[src/rtl/wdt_pkg.sv]
package wdt_pkg;
   typedef enum logic {
      WD_MODE_FLAG   = 1'b0,
      WD_MODE_REBOOT = 1'b1
   } wd_mode_e;

   localparam int unsigned WD_MIN_SYNC = 2;
   localparam int unsigned WD_MIN_W    = 2;
endpackage

[src/rtl/wdt_kick_sync.sv]
module wdt_kick_sync #(
   parameter int unsigned STAGES = 2
) (
   input  logic clk,
   input  logic rst_n,
   input  logic kick,
   output logic kick_edge
);
   logic [STAGES-1:0] chain;
   logic              last_q;

   generate
      for (genvar g = 0; g < STAGES; g++) begin : g_stage
         if (g == 0) begin : g_first
            always_ff @(posedge clk or negedge rst_n) begin
               if (!rst_n) chain[0] <= 1'b1;
               else        chain[0] <= kick;
            end
         end else begin : g_next
            always_ff @(posedge clk or negedge rst_n) begin
               if (!rst_n) chain[g] <= 1'b1;
               else        chain[g] <= chain[g-1];
            end
         end
      end
   endgenerate

   always_ff @(posedge clk or negedge rst_n) begin
      if (!rst_n) last_q <= 1'b1;
      else        last_q <= chain[STAGES-1];
   end

   assign kick_edge = chain[STAGES-1] ^ last_q;
endmodule

[src/rtl/wdt_timer.sv]
module wdt_timer #(
   parameter int unsigned CW = 16
) (
   input  logic          clk,
   input  logic          rst_n,
   input  logic          clr,
   input  logic          hold,
   input  logic          dis,
   input  logic          reboot,
   input  logic [CW-1:0] limit,
   output logic [CW-1:0] cnt,
   output logic          expired,
   output logic          fire
);
   localparam logic [CW:0] ONE = {{CW{1'b0}}, 1'b1};

   logic [CW:0] limit_eff;
   logic [CW:0] cnt_nxt;
   logic        reach;
   logic        live;

   assign limit_eff = (limit == '0) ? ONE : {1'b0, limit};
   assign cnt_nxt   = {1'b0, cnt} + ONE;
   assign reach     = (cnt_nxt >= limit_eff);
   assign live      = !dis && !hold && !clr && !expired;
   assign fire      = live && reach && reboot;

   always_ff @(posedge clk or negedge rst_n) begin
      if (!rst_n) begin
         cnt     <= '0;
         expired <= 1'b0;
      end else if (dis) begin
         cnt     <= '0;
         expired <= 1'b0;
      end else if (hold) begin
         cnt     <= '0;
      end else if (clr) begin
         cnt     <= '0;
         expired <= 1'b0;
      end else if (expired) begin
         cnt     <= '0;
      end else if (reach) begin
         cnt     <= '0;
         expired <= !reboot;
      end else begin
         cnt     <= cnt_nxt[CW-1:0];
      end
   end
endmodule

[src/rtl/wdt_pulse.sv]
module wdt_pulse #(
   parameter int unsigned PW = 16
) (
   input  logic          clk,
   input  logic          rst_n,
   input  logic          fire,
   input  logic [PW-1:0] width,
   output logic          active
);
   localparam logic [PW-1:0] ONE = {{(PW-1){1'b0}}, 1'b1};

   logic [PW-1:0] left_q;
   logic [PW-1:0] width_eff;

   assign width_eff = (width == '0) ? ONE : width;

   always_ff @(posedge clk or negedge rst_n) begin
      if (!rst_n) begin
         active <= 1'b0;
         left_q <= '0;
      end else if (fire) begin
         active <= 1'b1;
         left_q <= width_eff;
      end else if (active) begin
         if (left_q <= ONE) begin
            active <= 1'b0;
            left_q <= '0;
         end else begin
            left_q <= left_q - ONE;
         end
      end
   end
endmodule

[src/rtl/wdt_supervisor.sv]
module wdt_supervisor
   import wdt_pkg::*;
#(
   parameter int unsigned TMO_W       = 16,
   parameter int unsigned PLS_W       = 16,
   parameter int unsigned SYNC_STAGES = 2,
   parameter bit          REBOOT_EN   = 1'b1
) (
   input  logic             clk,
   input  logic             sys_rst_n,
   input  logic             kick,
   input  logic [TMO_W-1:0] tmo_cycles,
   input  logic [PLS_W-1:0] pulse_cycles,
   input  logic             wd_disable,
   input  logic             mode_sel,
   output logic             wdog_n,
   output logic             rst_out_n
);
   generate
      if (SYNC_STAGES < WD_MIN_SYNC) begin : g_bad_sync
         initial $error("SYNC_STAGES must be at least 2");
      end
      if (TMO_W < WD_MIN_W) begin : g_bad_tmo
         initial $error("TMO_W must be at least 2");
      end
      if (PLS_W < WD_MIN_W) begin : g_bad_pls
         initial $error("PLS_W must be at least 2");
      end
   endgenerate

   wd_mode_e         mode;
   logic             kick_edge;
   logic [TMO_W-1:0] tmr_cnt;
   logic             tmr_expired;
   logic             tmr_fire;
   logic             pulse_active;
   logic             reboot_sel;

   assign mode = wd_mode_e'(mode_sel);

   wdt_kick_sync #(.STAGES(SYNC_STAGES)) i_sync (
      .clk       (clk),
      .rst_n     (sys_rst_n),
      .kick      (kick),
      .kick_edge (kick_edge)
   );

   generate
      if (REBOOT_EN) begin : g_reboot
         assign reboot_sel = (mode == WD_MODE_REBOOT);
         wdt_pulse #(.PW(PLS_W)) i_pulse (
            .clk    (clk),
            .rst_n  (sys_rst_n),
            .fire   (tmr_fire),
            .width  (pulse_cycles),
            .active (pulse_active)
         );
      end else begin : g_flag_only
         logic unused_pulse;
         assign unused_pulse = ^{pulse_cycles, tmr_fire, mode};
         assign reboot_sel   = 1'b0;
         assign pulse_active = 1'b0;
      end
   endgenerate

   wdt_timer #(.CW(TMO_W)) i_timer (
      .clk     (clk),
      .rst_n   (sys_rst_n),
      .clr     (kick_edge),
      .hold    (pulse_active),
      .dis     (wd_disable),
      .reboot  (reboot_sel),
      .limit   (tmo_cycles),
      .cnt     (tmr_cnt),
      .expired (tmr_expired),
      .fire    (tmr_fire)
   );

   assign wdog_n    = !tmr_expired;
   assign rst_out_n = sys_rst_n && !pulse_active;
endmodule

[config.mk]
export PLATFORM = sky130hd
export DESIGN_NAME = wdt_supervisor
export DESIGN_NICKNAME = d
export VERILOG_FILES = /design/src/rtl/wdt_pkg.sv /design/src/rtl/wdt_kick_sync.sv /design/src/rtl/wdt_timer.sv /design/src/rtl/wdt_pulse.sv /design/src/rtl/wdt_supervisor.sv
export SDC_FILE = /design/constraint.sdc
export NUM_CORES = 1
export LEC_CHECK = 0
export ABC_CLOCK_PERIOD_IN_PS = 9750
export BUFFER_PORTS_ARGS = -buffer_cell sky130_fd_sc_hd__buf_2
export CAP_MARGIN = 20
export CORE_ASPECT_RATIO = 2
export CORE_MARGIN = 2
export CORE_UTILIZATION = 55
export CTS_CLUSTER_DIAMETER = 30
export DETAILED_ROUTE_END_ITERATION = 10
export HOLD_SLACK_MARGIN = 0.08
export PLACE_DENSITY = 0.76
export SLEW_MARGIN = 20
export SYNTH_ARGS = -nofsm -noshare
export SYNTH_HDL_FRONTEND = slang
export SYNTH_SLANG_ARGS = --single-unit
[constraint.sdc]
create_clock -name clk -period 9.75 [get_ports clk]
set_clock_uncertainty 0.1 [all_clocks]
set_input_delay 0.4875 -clock clk [delete_from_list [all_inputs] [get_ports clk]]
set_output_delay 0.4875 -clock clk [all_outputs]
set_load 0.02 [all_outputs]
==> impl_metrics.yaml, run 1 <==
cts:
  cts.sinks: 37
  clkLatencyLatePin_ps: 280
  ctsHtreeMaxLevel: 2
  path_clk_slew_ps: 70
  hold_buffers: 0
  cts_made_buffers: 5
  clockBufferDepth: 2
  root_buffer: "clkbuf_8"
  post_cts_buffers: 0
  ctsResizeCount: 0
  tritoncts: "yes"
die:
  die_x_um: 51.7
  rows: 34
  die_h_um: 99.5
  core_area_mm2: 0.00438
  die_area_mm2: 0.00515
  initial_core_util_pct: 57.2
  num_io_pins: 39
layout:
  antenna_cells: 0
  final_common_cell: "buf_2"
  finish.utilization_pct: 64.6
  final_cell_mix: "buf_2, dfrtp_1, inv_1"
  syn_to_final_growth_pct: 12.9
  multi_input_area_mm2: 0.00145
  seq_area_um2: 930
  drive_above_1_share_pct: 19.4
  fill_cells: 394
  finish.instance_area_mm2: 0.00283
  final_nets: 374
timing:
  slew_headroom_pct: 49.4
  hold_viol: 0
  min_period_ps: 4330
  slew_violations: 0
  finalCritPeriodShare_pct: 44.4
  fin_tns_setup_ps: 0
  fmax_mhz: 231
  tightest_slew_ps: 759
  setup_viol: 0
  rsz0062_at_grt: "false"
global_route:
  grt_max_degree: 39
  overflow: 0
  antenna_found_initial: 0
  grt_pass1_wl_mm: 9.89
  track_usage_pct: 25.4
  grt_pass1_vias: 2190
drt:
  drtIter0Drc: 42
  vias_per_cell: 5.84
  wl_per_cell_um: 15.6
  vias: 2179
  drc: 0
  postRouteAntennaNets: 0
  firstDrtPassIters: 4
  postRouteWirelength_mm: 5.82
power:
  ir_drop_mv: 0.0978
  p_per_area_mw_per_mm2: 143
  leakage_nw: 1.32
setup_path:
  worstSetupPathType: "reg2reg"
  slowest_stage: "and2_1"
  critPathArrivalTime_ps: 4400
  worst-path-max-fanout: 17
  start_kind: "register"
  worstPathRequired_ps: 9820
  max_stage_delay_ps: 710
  path_buf_inv: 0
  path_delay_family: "simple AND/OR/NAND/NOR gates"
  endpoint_kind: "register"
  cp_cell_sequence: "ha_1, nand3_1, nor3_1, and3_1, nand3_1, xnor2_1, ha_1, nand4_1, nor3_1, a21oi_1, o2111ai_2, and2_1, mux2_2"
logic_synthesis:
  synth_top_cell_area_share_pct: 33.9
  synth.largest_area_cell: "dfrtp_1"
  synth_cells: 277
  synth_warnings: 0
  synth_seq_cells: 37
  synth_seq_area_share_pct: 37.1
  synthTopCellsByArea: "dfrtp_1, ha_1, a21oi_1"
  synth_area_per_cell_um2: 9.05
  synth_edf_count: 0
  ys_types: 47
  synth-async-reset-ratio_pct: 100
  syn_nets: 333
  synthesis.area_mm2: 0.00251
  ys.flop_type: "dfrtp_1"
placement:
  place_congestion: 0.807
  portBuffers: 38
  dp_hpwl_mm: 4.68
  placed_cell_area_mm2: 0.00275
hold_path:
  hp-class: "in2async"
flow_run:
  drv_cap: 0
outcome:
  status: "complete, no violations"
## final cells by class
type / count / share of cell area (%)
well taps: 54 / 2.39
clock inverters: 2 / 0.354
clock buffers: 6 / 2.57
multi-input cells: 208 / 51.3
inverters: 27 / 3.58
repair buffers: 39 / 6.99
flip-flops and latches: 37 / 32.9
## stage by stage
| stage | total power, W | worst slack [ps] | cells | hold WS [ps] |
|---|---|---|---|---|
| 2_1_floorplan | 0.000268 | 6370 | 277 | 91.9 |
| 3_3_place_gp | 0.000300 | 5610 | 365 | 246 |
| 3_5_place_dp | 0.000304 | 5420 | 365 | 247 |
| 4_1_cts | 0.000407 | 5390 | 373 | 151 |
| 5_1_grt | 0.000429 | 5110 | 373 | 188 |
| 6_report | 0.000404 | 5420 | 373 | 139 |
## kinds of logic after synthesis
group	share of synthesized area [%]
compound gates	14.0
mux	3.84
xor+xnor	5.94
simple gates	24.6
fa+ha+maj	9.49
buf+inv	5.04
flops	37.1
## cells in the mapped netlist (2+ instances only)
cell type and instances:
a211o_1 3, dfrtp_1 34, nor2_1 14, xnor2_1 9, xor2_1 8, nand4_1 5, a21oi_1 24, dfstp_2 3
nor3_2 2, clkbuf_1 2, and2_1 3, o21ai_0 11, ha_1 19, nand2b_1 2, nand2_1 15, or3_1 4
nor3_1 15, buf_2 2, a221oi_1 3, nor2b_1 16, inv_1 26, nand3_1 14, mux2i_1 4, mux2_2 5
nor4_1 11, a22o_1 2
## flip-flops by register name (all words and copies together), names as in the netlist
name and cells:
g_reboot.i_pulse.active 1, i_timer.cnt 16, i_timer.expired 1, i_sync.last_q 1, g_reboot.i_pulse.left_q 16, i_sync.chain 2
## where the power goes
group / internal (W) / switching (W)
clock: 0.0000495 / 0.0000530
sequential: 0.000173 / 0.0000285
combinational: 0.0000410 / 0.0000588
## worst paths after layout
| check | startpoint | to | cells past startpoint | slack, ps |
|---|---|---|---|---|
| worst max-delay path | i_timer.cnt[0] | g_reboot.i_pulse.left_q[8] | 13 | 5420 |
| worst min-delay path | sys_rst_n | g_reboot.i_pulse.left_q[6] | 2 | 140 |
| worst max register to register | i_timer.cnt[0] | g_reboot.i_pulse.left_q[8] | 13 | 5420 |
| worst min register to register | i_sync.chain[0] | i_sync.chain[1] | 0 | 260 |
| max in group asynchronous | sys_rst_n | i_sync.chain[0] | 2 | 9060 |
| min in group clk | kick | i_sync.chain[0] | 1 | 200 |
## worst register-to-register path, delay by kind of cell, from the launching register on
kind                     cells  cell delay, ps
multiplexers                 1             410
AND/OR/NAND/NOR              7            2030
AO/OA/AOI/OAI                2             550
XOR/XNOR                     1             160
adder cells (fa/ha/maj)      2             550
flip-flops                   1             400
## routing by layer
layer,track usage [%],share of wire [%],up-vias
met5,0,0,-
met4,12.6,3.7,0
met3,2.55,2.7,20
met2,48.4,57,67
met1,26.0,36,1022
li1,-,-,1070
Power figures use the tool's default switching activity.
==> inputs of run 2 (changes only) <==
--- a/config.mk
+++ b/config.mk
@@ -5,16 +5,17 @@
 export SDC_FILE = /design/constraint.sdc
 export NUM_CORES = 1
 export LEC_CHECK = 0
-export ABC_CLOCK_PERIOD_IN_PS = 9750
+export ABC_AREA = 1
+export ABC_CLOCK_PERIOD_IN_PS = 3500
 export BUFFER_PORTS_ARGS = -buffer_cell sky130_fd_sc_hd__buf_2
 export CAP_MARGIN = 20
 export CORE_ASPECT_RATIO = 2
 export CORE_MARGIN = 2
-export CORE_UTILIZATION = 55
+export CORE_UTILIZATION = 53
 export CTS_CLUSTER_DIAMETER = 30
 export DETAILED_ROUTE_END_ITERATION = 10
 export HOLD_SLACK_MARGIN = 0.08
-export PLACE_DENSITY = 0.76
+export PLACE_DENSITY = 0.75
 export SLEW_MARGIN = 20
 export SYNTH_ARGS = -nofsm -noshare
 export SYNTH_HDL_FRONTEND = slang
==> constraint.sdc (replaced) <==
create_clock -name clk -period 3.5 [get_ports clk]
set_clock_uncertainty 0.1 [all_clocks]
set_input_delay 0.175 -clock clk [delete_from_list [all_inputs] [get_ports clk]]
set_output_delay 0.175 -clock clk [all_outputs]
set_load 0.02 [all_outputs]
==> impl_metrics.yaml, run 2 <==
drt:
  firstDrtPassIters: 5
  postRouteAntennaNets: 0
  wl_met3_um: 214
  drc: 0
  drtIter0Drc: 87
  vias: 2743
  vias_per_cell: 5.17
  postRouteWirelength_mm: 6.68
  drt-met1-wl_mm: 2.39
  wl_met2_mm: 3.85
  wl_per_cell_um: 12.6
  top_layer: "met4"
flow_run:
  drv_cap: 0
die:
  initial_core_util_pct: 54.5
  die_area_mm2: 0.00622
  die_h_um: 110
  rows: 38
  die_x_um: 56.8
  num_io_pins: 39
  core_area_mm2: 0.00542
logic_synthesis:
  synth-async-reset-ratio_pct: 100
  synth_top_cell_area_share_pct: 28.8
  synth_seq_area_share_pct: 31.5
  ys.flop_type: "dfrtp_1"
  synth_seq_cells: 37
  synth_common_cells: "nand2_1, inv_1, nand3_1, nor2_1, dfrtp_1"
  synth_edf_count: 0
  ys_types: 36
  synthTopCellsByArea: "dfrtp_1, nand2_1, inv_1"
  syn_nets: 475
  synth.most_common_cell: "nand2_1"
  synth_warnings: 0
  synth_cells: 419
  synth.largest_area_cell: "dfrtp_1"
  synth_area_per_cell_um2: 7.05
  synthesis.area_mm2: 0.00295
power:
  leakage_nw: 1.89
  p_per_area_mw_per_mm2: 275
  ir_drop_mv: 0.342
setup_path:
  worstSetupPathType: "reg2reg"
  critPathArrivalTime_ps: 3370
  start_kind: "register"
  worst-path-max-fanout: 16
  slowest_stage: "dfrtp_1"
  cp_common_cell: "nand2_1"
  endpoint_kind: "register"
  path_buf_inv: 4
  max_stage_delay_ps: 410
  path_delay_family: "simple AND/OR/NAND/NOR gates"
  worstPathRequired_ps: 3640
  cp_cell_sequence: "nand3_1, nor2_1, inv_1, nor2_1, nand2_1, o21ai_1, inv_1, ha_1, nand2_1, inv_2, nand2_1, nor2_1, nand2_1, nand3_1, nand2_1, nand3_4, or2_1, buf_4, nor2_1"
cts:
  path_clk_slew_ps: 80
  root_buffer: "clkbuf_8"
  cts.sinks: 37
  clkLatencyLatePin_ps: 300
  clockBufferDepth: 2
  cts_made_buffers: 5
  ctsHtreeMaxLevel: 2
  tritoncts: "yes"
placement:
  portBuffers: 38
  place_congestion: 0.887
  dp_hpwl_mm: 5.17
timing:
  holdWs_ps: 82.8
  slew_violations: 0
  fmax_mhz: 309
  slew_headroom_pct: 44.1
  fin_tns_setup_ps: 0
  min_period_ps: 3240
  finalCritPeriodShare_pct: 92.5
  hold_viol: 0
  rsz0062_at_grt: "false"
  setup_viol: 0
  tightest_slew_ps: 839
layout:
  final_nets: 526
  fill_cells: 500
  drive_above_1_share_pct: 19.1
  top_regs: "g_reboot.i_pulse.left_q: 16 flops, i_timer.cnt: 16 flops, i_sync.chain: 2 flops"
  finish.utilization_pct: 63.4
  syn_to_final_growth_pct: 16.3
  antenna_cells: 0
  final_cell_mix: "nand2_1, inv_1, nand3_1"
  final_common_cell: "nand2_1"
global_route:
  grt_pass1_vias: 2740
  overflow: 0
  grt_max_degree: 39
  grt_pass1_wl_mm: 11.4
  track_usage_pct: 23.7
  antenna_found_initial: 0
outcome:
  status: "complete, no violations"
hold_path:
  hp-class: "in2reg"
run 2: cell types whose count changed in the layout (fill, tap and decap cells not counted), moves of 6 or more:
cell	before	now
dlygate4sd3_1	0	7
nand2_1	15	116
o21ai_0	11	2
inv_1	26	66
inv_2	0	6
a21oi_1	24	6
buf_4	1	7
nor2_4	0	12
nor3_1	15	1
nand3_1	14	43
nor2_1	14	40
nor2b_1	16	0
run 2: final cells by class:
cell class	instances	area (um^2)	share of cell area, %
inverters	75	282	8.20
flip-flops and latches	37	930	27.1
clock buffers	5	68.8	2.00
repair buffers	52	313	9.11
well taps	60	75.1	2.19
multi-input cells	299	1700	49.5
clock inverters	3	65.1	1.89
run 2: per-stage QoR:
step           cell area (um^2)  instances  total power, W  setup slack (ps)
2_1_floorplan              2950        419        0.000462               413
3_3_place_gp               3170        511        0.000498               213
3_5_place_dp               3170        511        0.000500               112
4_1_cts                    3380        526        0.000958              88.1
5_1_grt                    3430        531        0.000981              23.3
6_report                   3430        531        0.000944               264
run 2: what timing repair did:
item / CTS / global route
endpoints found under the setup margin: 0 / 32
endpoints found under the hold margin: 40 / 0
setup buffers: 0 / 5
hold buffers: 7 / 0
gates resized for setup: 0 / 3
run 2: worst paths after layout:
kind / start / depth (start not counted) / endpoint / slack [ps]
max: i_timer.cnt[2] / 19 / i_timer.cnt[15] / 260
min: pulse_cycles[8] / 4 / g_reboot.i_pulse.left_q[8] / 80
max reg2reg: i_timer.cnt[2] / 19 / i_timer.cnt[15] / 260
min reg2reg: i_sync.chain[0] / 0 / i_sync.chain[1] / 260
max in group asynchronous: sys_rst_n / 2 / i_timer.cnt[3] / 2350
min in group asynchronous: sys_rst_n / 2 / i_timer.cnt[11] / 410
run 2: cells by family after synthesis:
group | after synthesis | share of synthesized area, %
and+or+nand+nor | 245 | 39.7
buffers and inverters | 83 | 11.6
DFF | 37 | 31.5
xor gates and xnor gates | 19 | 5.64
adders and majority gates | 19 | 8.05
AOI/OAI and AO/OA | 16 | 3.56
run 2: per-layer routing:
layer | vias up | global-route usage [%]
li1 | 1399 | -
met2 | 61 | 47.8
met1 | 1267 | 21.8
met4 | 0 | 11.8
met5 | - | 0
met3 | 16 | 3.76
run 2: worst register-to-register path, delay by kind of cell (launching register included):
kind / cells / cell delay, ps
AOI/OAI and AO/OA: 1 / 290
buffers and inverters: 4 / 430
DFF: 1 / 410
and+or+nand+nor: 13 / 1670
adders and majority gates: 1 / 290
run 2: power by group:
group	internal, W	total (W)	switching [W]
Clock	0.000283	0.000447	0.000164
Sequential	0.000430	0.000431	0.000000701
Combinational	0.0000300	0.0000658	0.0000358
Total	0.000743	0.000944	0.000201
==> inputs of run 3 (changes only) <==
--- a/config.mk
+++ b/config.mk
@@ -19,4 +19,5 @@
 export SLEW_MARGIN = 20
 export SYNTH_ARGS = -nofsm -noshare
 export SYNTH_HDL_FRONTEND = slang
+export SYNTH_HIERARCHICAL = 1
 export SYNTH_SLANG_ARGS = --single-unit
==> impl_metrics.yaml, run 3 <==
power:
  ir_drop_mv: 0.512
  clkPwrFrac_pct: 41.6
  leakage_nw: 1.96
  p_per_area_mw_per_mm2: 264
  p_int_w: 0.000704
  combPwrFrac_pct: 10.3
  p_seq_share_pct: 48.0
  switching_share_pct: 22.2
  p_sw_w: 0.000201
layout:
  final_cell_mix: "nand2_1, nor2_1, inv_1"
  top_regs: "g_reboot.i_pulse/left_q: 16 flops, i_timer/cnt: 16 flops, i_sync/chain: 2 flops"
  finish.utilization_pct: 63.7
  antenna_cells: 0
  multi_input_area_mm2: 0.00171
  final_nets: 529
  drive_above_1_share_pct: 23.4
  fill_cells: 502
  final_common_cell: "nand2_1"
  fin_cells: 534
  syn_to_final_growth_pct: 18.0
  seq_area_um2: 930
cts:
  ctsHtreeMaxLevel: 2
  cts_made_buffers: 5
  clockBufferDepth: 2
  root_buffer: "clkbuf_8"
  cts.sinks: 37
  tritoncts: "yes"
  path_clk_slew_ps: 70
  clkLatencyLatePin_ps: 300
setup_path:
  max_stage_delay_ps: 400
  worstSetupPathType: "reg2reg"
  r2r.worst_path.cells: 25
  start_kind: "register"
  worst-path-max-fanout: 16
  timing.rr.end: "g_reboot.i_pulse/left_q[4]"
  cp_common_cell: "nand2_1"
  slowest_stage: "dfrtp_1"
  rrSetupSlack_ps: 180
  critPathArrivalTime_ps: 3430
  worstPathRequired_ps: 3610
  endpoint_kind: "register"
  rr_startpoint: "i_timer/cnt[0]"
global_route:
  gr-max-usage-layer: "met2"
  grt_pass1_vias: 2636
  use_met2_pct: 47.4
  grt_max_degree: 39
  track_usage_pct: 23.0
  grt_util_met1_pct: 19.9
  antenna_found_initial: 0
  met3_usage_pct: 2.61
  grt_pass1_wl_mm: 10.8
  overflow: 0
die:
  rows: 38
  initial_core_util_pct: 54.0
  core_area_mm2: 0.00537
  num_io_pins: 39
  die_x_um: 56.3
  die_area_mm2: 0.00612
  die_h_um: 109
outcome:
  status: "complete, no violations"
placement:
  portBuffers: 38
  dp.cells: 518
  dp_hpwl_mm: 5.32
  place_congestion: 0.888
logic_synthesis:
  synthTopCellsByArea: "dfrtp_1, nand2_1, ha_1"
  synthesis.area_mm2: 0.00290
  synth_edf_count: 0
  syn_nets: 475
  synth_cells: 419
  synth_top_cell_area_share_pct: 29.3
  synth.most_common_cell: "nand2_1"
  synth_warnings: 6
  synth_common_cells: "nand2_1, nor2_1, inv_1, dfrtp_1, a21oi_1"
  ys.flop_type: "dfrtp_1"
  synth.largest_area_cell: "dfrtp_1"
  ys_types: 36
  synth-async-reset-ratio_pct: 100
  synth_area_per_cell_um2: 6.92
  synth_seq_cells: 37
  synth_seq_area_share_pct: 32.1
timing:
  slew_violations: 0
  slew_headroom_pct: 68.1
  fmax_mhz: 301
  setup_viol: 0
  hold_viol: 0
  min_period_ps: 3320
  tightest_slew_ps: 474
  holdWs_ps: 91.5
  finalCritPeriodShare_pct: 94.9
hold_path:
  hold_depth: 3
  hp-start: "pulse_cycles[14]"
  hp-class: "in2reg"
  min_to: "g_reboot.i_pulse/left_q[14]"
drt:
  wl_per_cell_um: 12.3
  vias: 2721
  vias_per_cell: 5.10
  postRouteAntennaNets: 0
  drc: 0
  firstDrtPassIters: 4
  drtIter0Drc: 104
  postRouteWirelength_mm: 6.57
flow_run:
  drv_cap: 0
-- run 3: cell types whose count changed after synthesis, moves of 3 or more --
cell      delta
clkinv_1     -3
nor4_1       -3
buf_2        -4
nor2_2      +14
nand3b_1     -3
nand2_2      +5
o21bai_1     -3
nor2_1      +23
nand3_1     -26
nand2_1     -11
nor2_4       -8
a21oi_1     +26
nand4_1      -3
inv_1        -5
-- run 3: cells by family after synthesis --
group | after synthesis | share of synthesized area, %
compound gates | 41 | 7.98
xor+xnor | 16 | 4.83
fa+ha+maj | 19 | 8.20
buf+inv | 74 | 10.3
flops | 37 | 32.1
simple gates | 232 | 36.6
-- run 3: power by group through the flow --
stage                     registers [W]  clock network (W)  logic (W)
final                          0.000435           0.000377  0.0000934
after global routing           0.000435           0.000409   0.000106
after CTS                      0.000435           0.000393  0.0000920
after detailed placement       0.000443                  0  0.0000882
after global placement         0.000442                  0  0.0000870
after floorplan                0.000442                  0  0.0000408
-- run 3: metal layers --
metal / part of all wire, % / up-vias
met4: 4.1 / 0
li1: - / 1399
met3: 2.9 / 22
met5: 0 / -
met1: 33 / 1239
met2: 60 / 61
-- run 3: area by class of cell --
class                   instances  area share, %
multi-input cells             308           50.0
flip-flops and latches         37           27.2
repair buffers                 52           9.51
inverters                      69           7.71
clock buffers                   7           2.52
well taps                      60           2.19
clock inverters                 1          0.878
-- run 3: metrics by stage --
step	cell area (um^2)	TNS (ps)	total power (W)	setup WS, ps
after floorplan	2900	0	0.000483	224
after global placement	3190	0	0.000530	236
after detailed placement	3190	0	0.000531	63.0
after CTS	3350	0	0.000919	28.7
after global routing	3420	-222	0.000950	-65.7
final	3420	0	0.000905	179
-- run 3: worst max-delay path by stage --
stage / start / to / cells after the start
CTS: i_timer/cnt[0] / g_reboot.i_pulse/left_q[4] / 21
detailed placement: i_timer/cnt[0] / g_reboot.i_pulse/left_q[4] / 21
global route: i_timer/cnt[0] / g_reboot.i_pulse/left_q[2] / 22
global placement: i_timer/cnt[0] / g_reboot.i_pulse/left_q[5] / 21
finish: i_timer/cnt[0] / g_reboot.i_pulse/left_q[4] / 25
floorplan: i_timer/cnt[0] / g_reboot.i_pulse/left_q[9] / 25
-- run 3: critical path: cells and delay by family (launching register included) --
family	cells	cell delay, ps
AO/OA/AOI/OAI	4	570
AND/OR/NAND/NOR	13	1090
flip-flops	1	400
buffers and inverters	6	640
adder cells (fa/ha/maj)	2	430
-- run 3: repair_timing --
item,CTS,global route
endpoints found under the setup margin,0,17
endpoints found under the hold margin,37,0
resized for setup,0,11
hold buffers,4,0
setup buffers,0,4
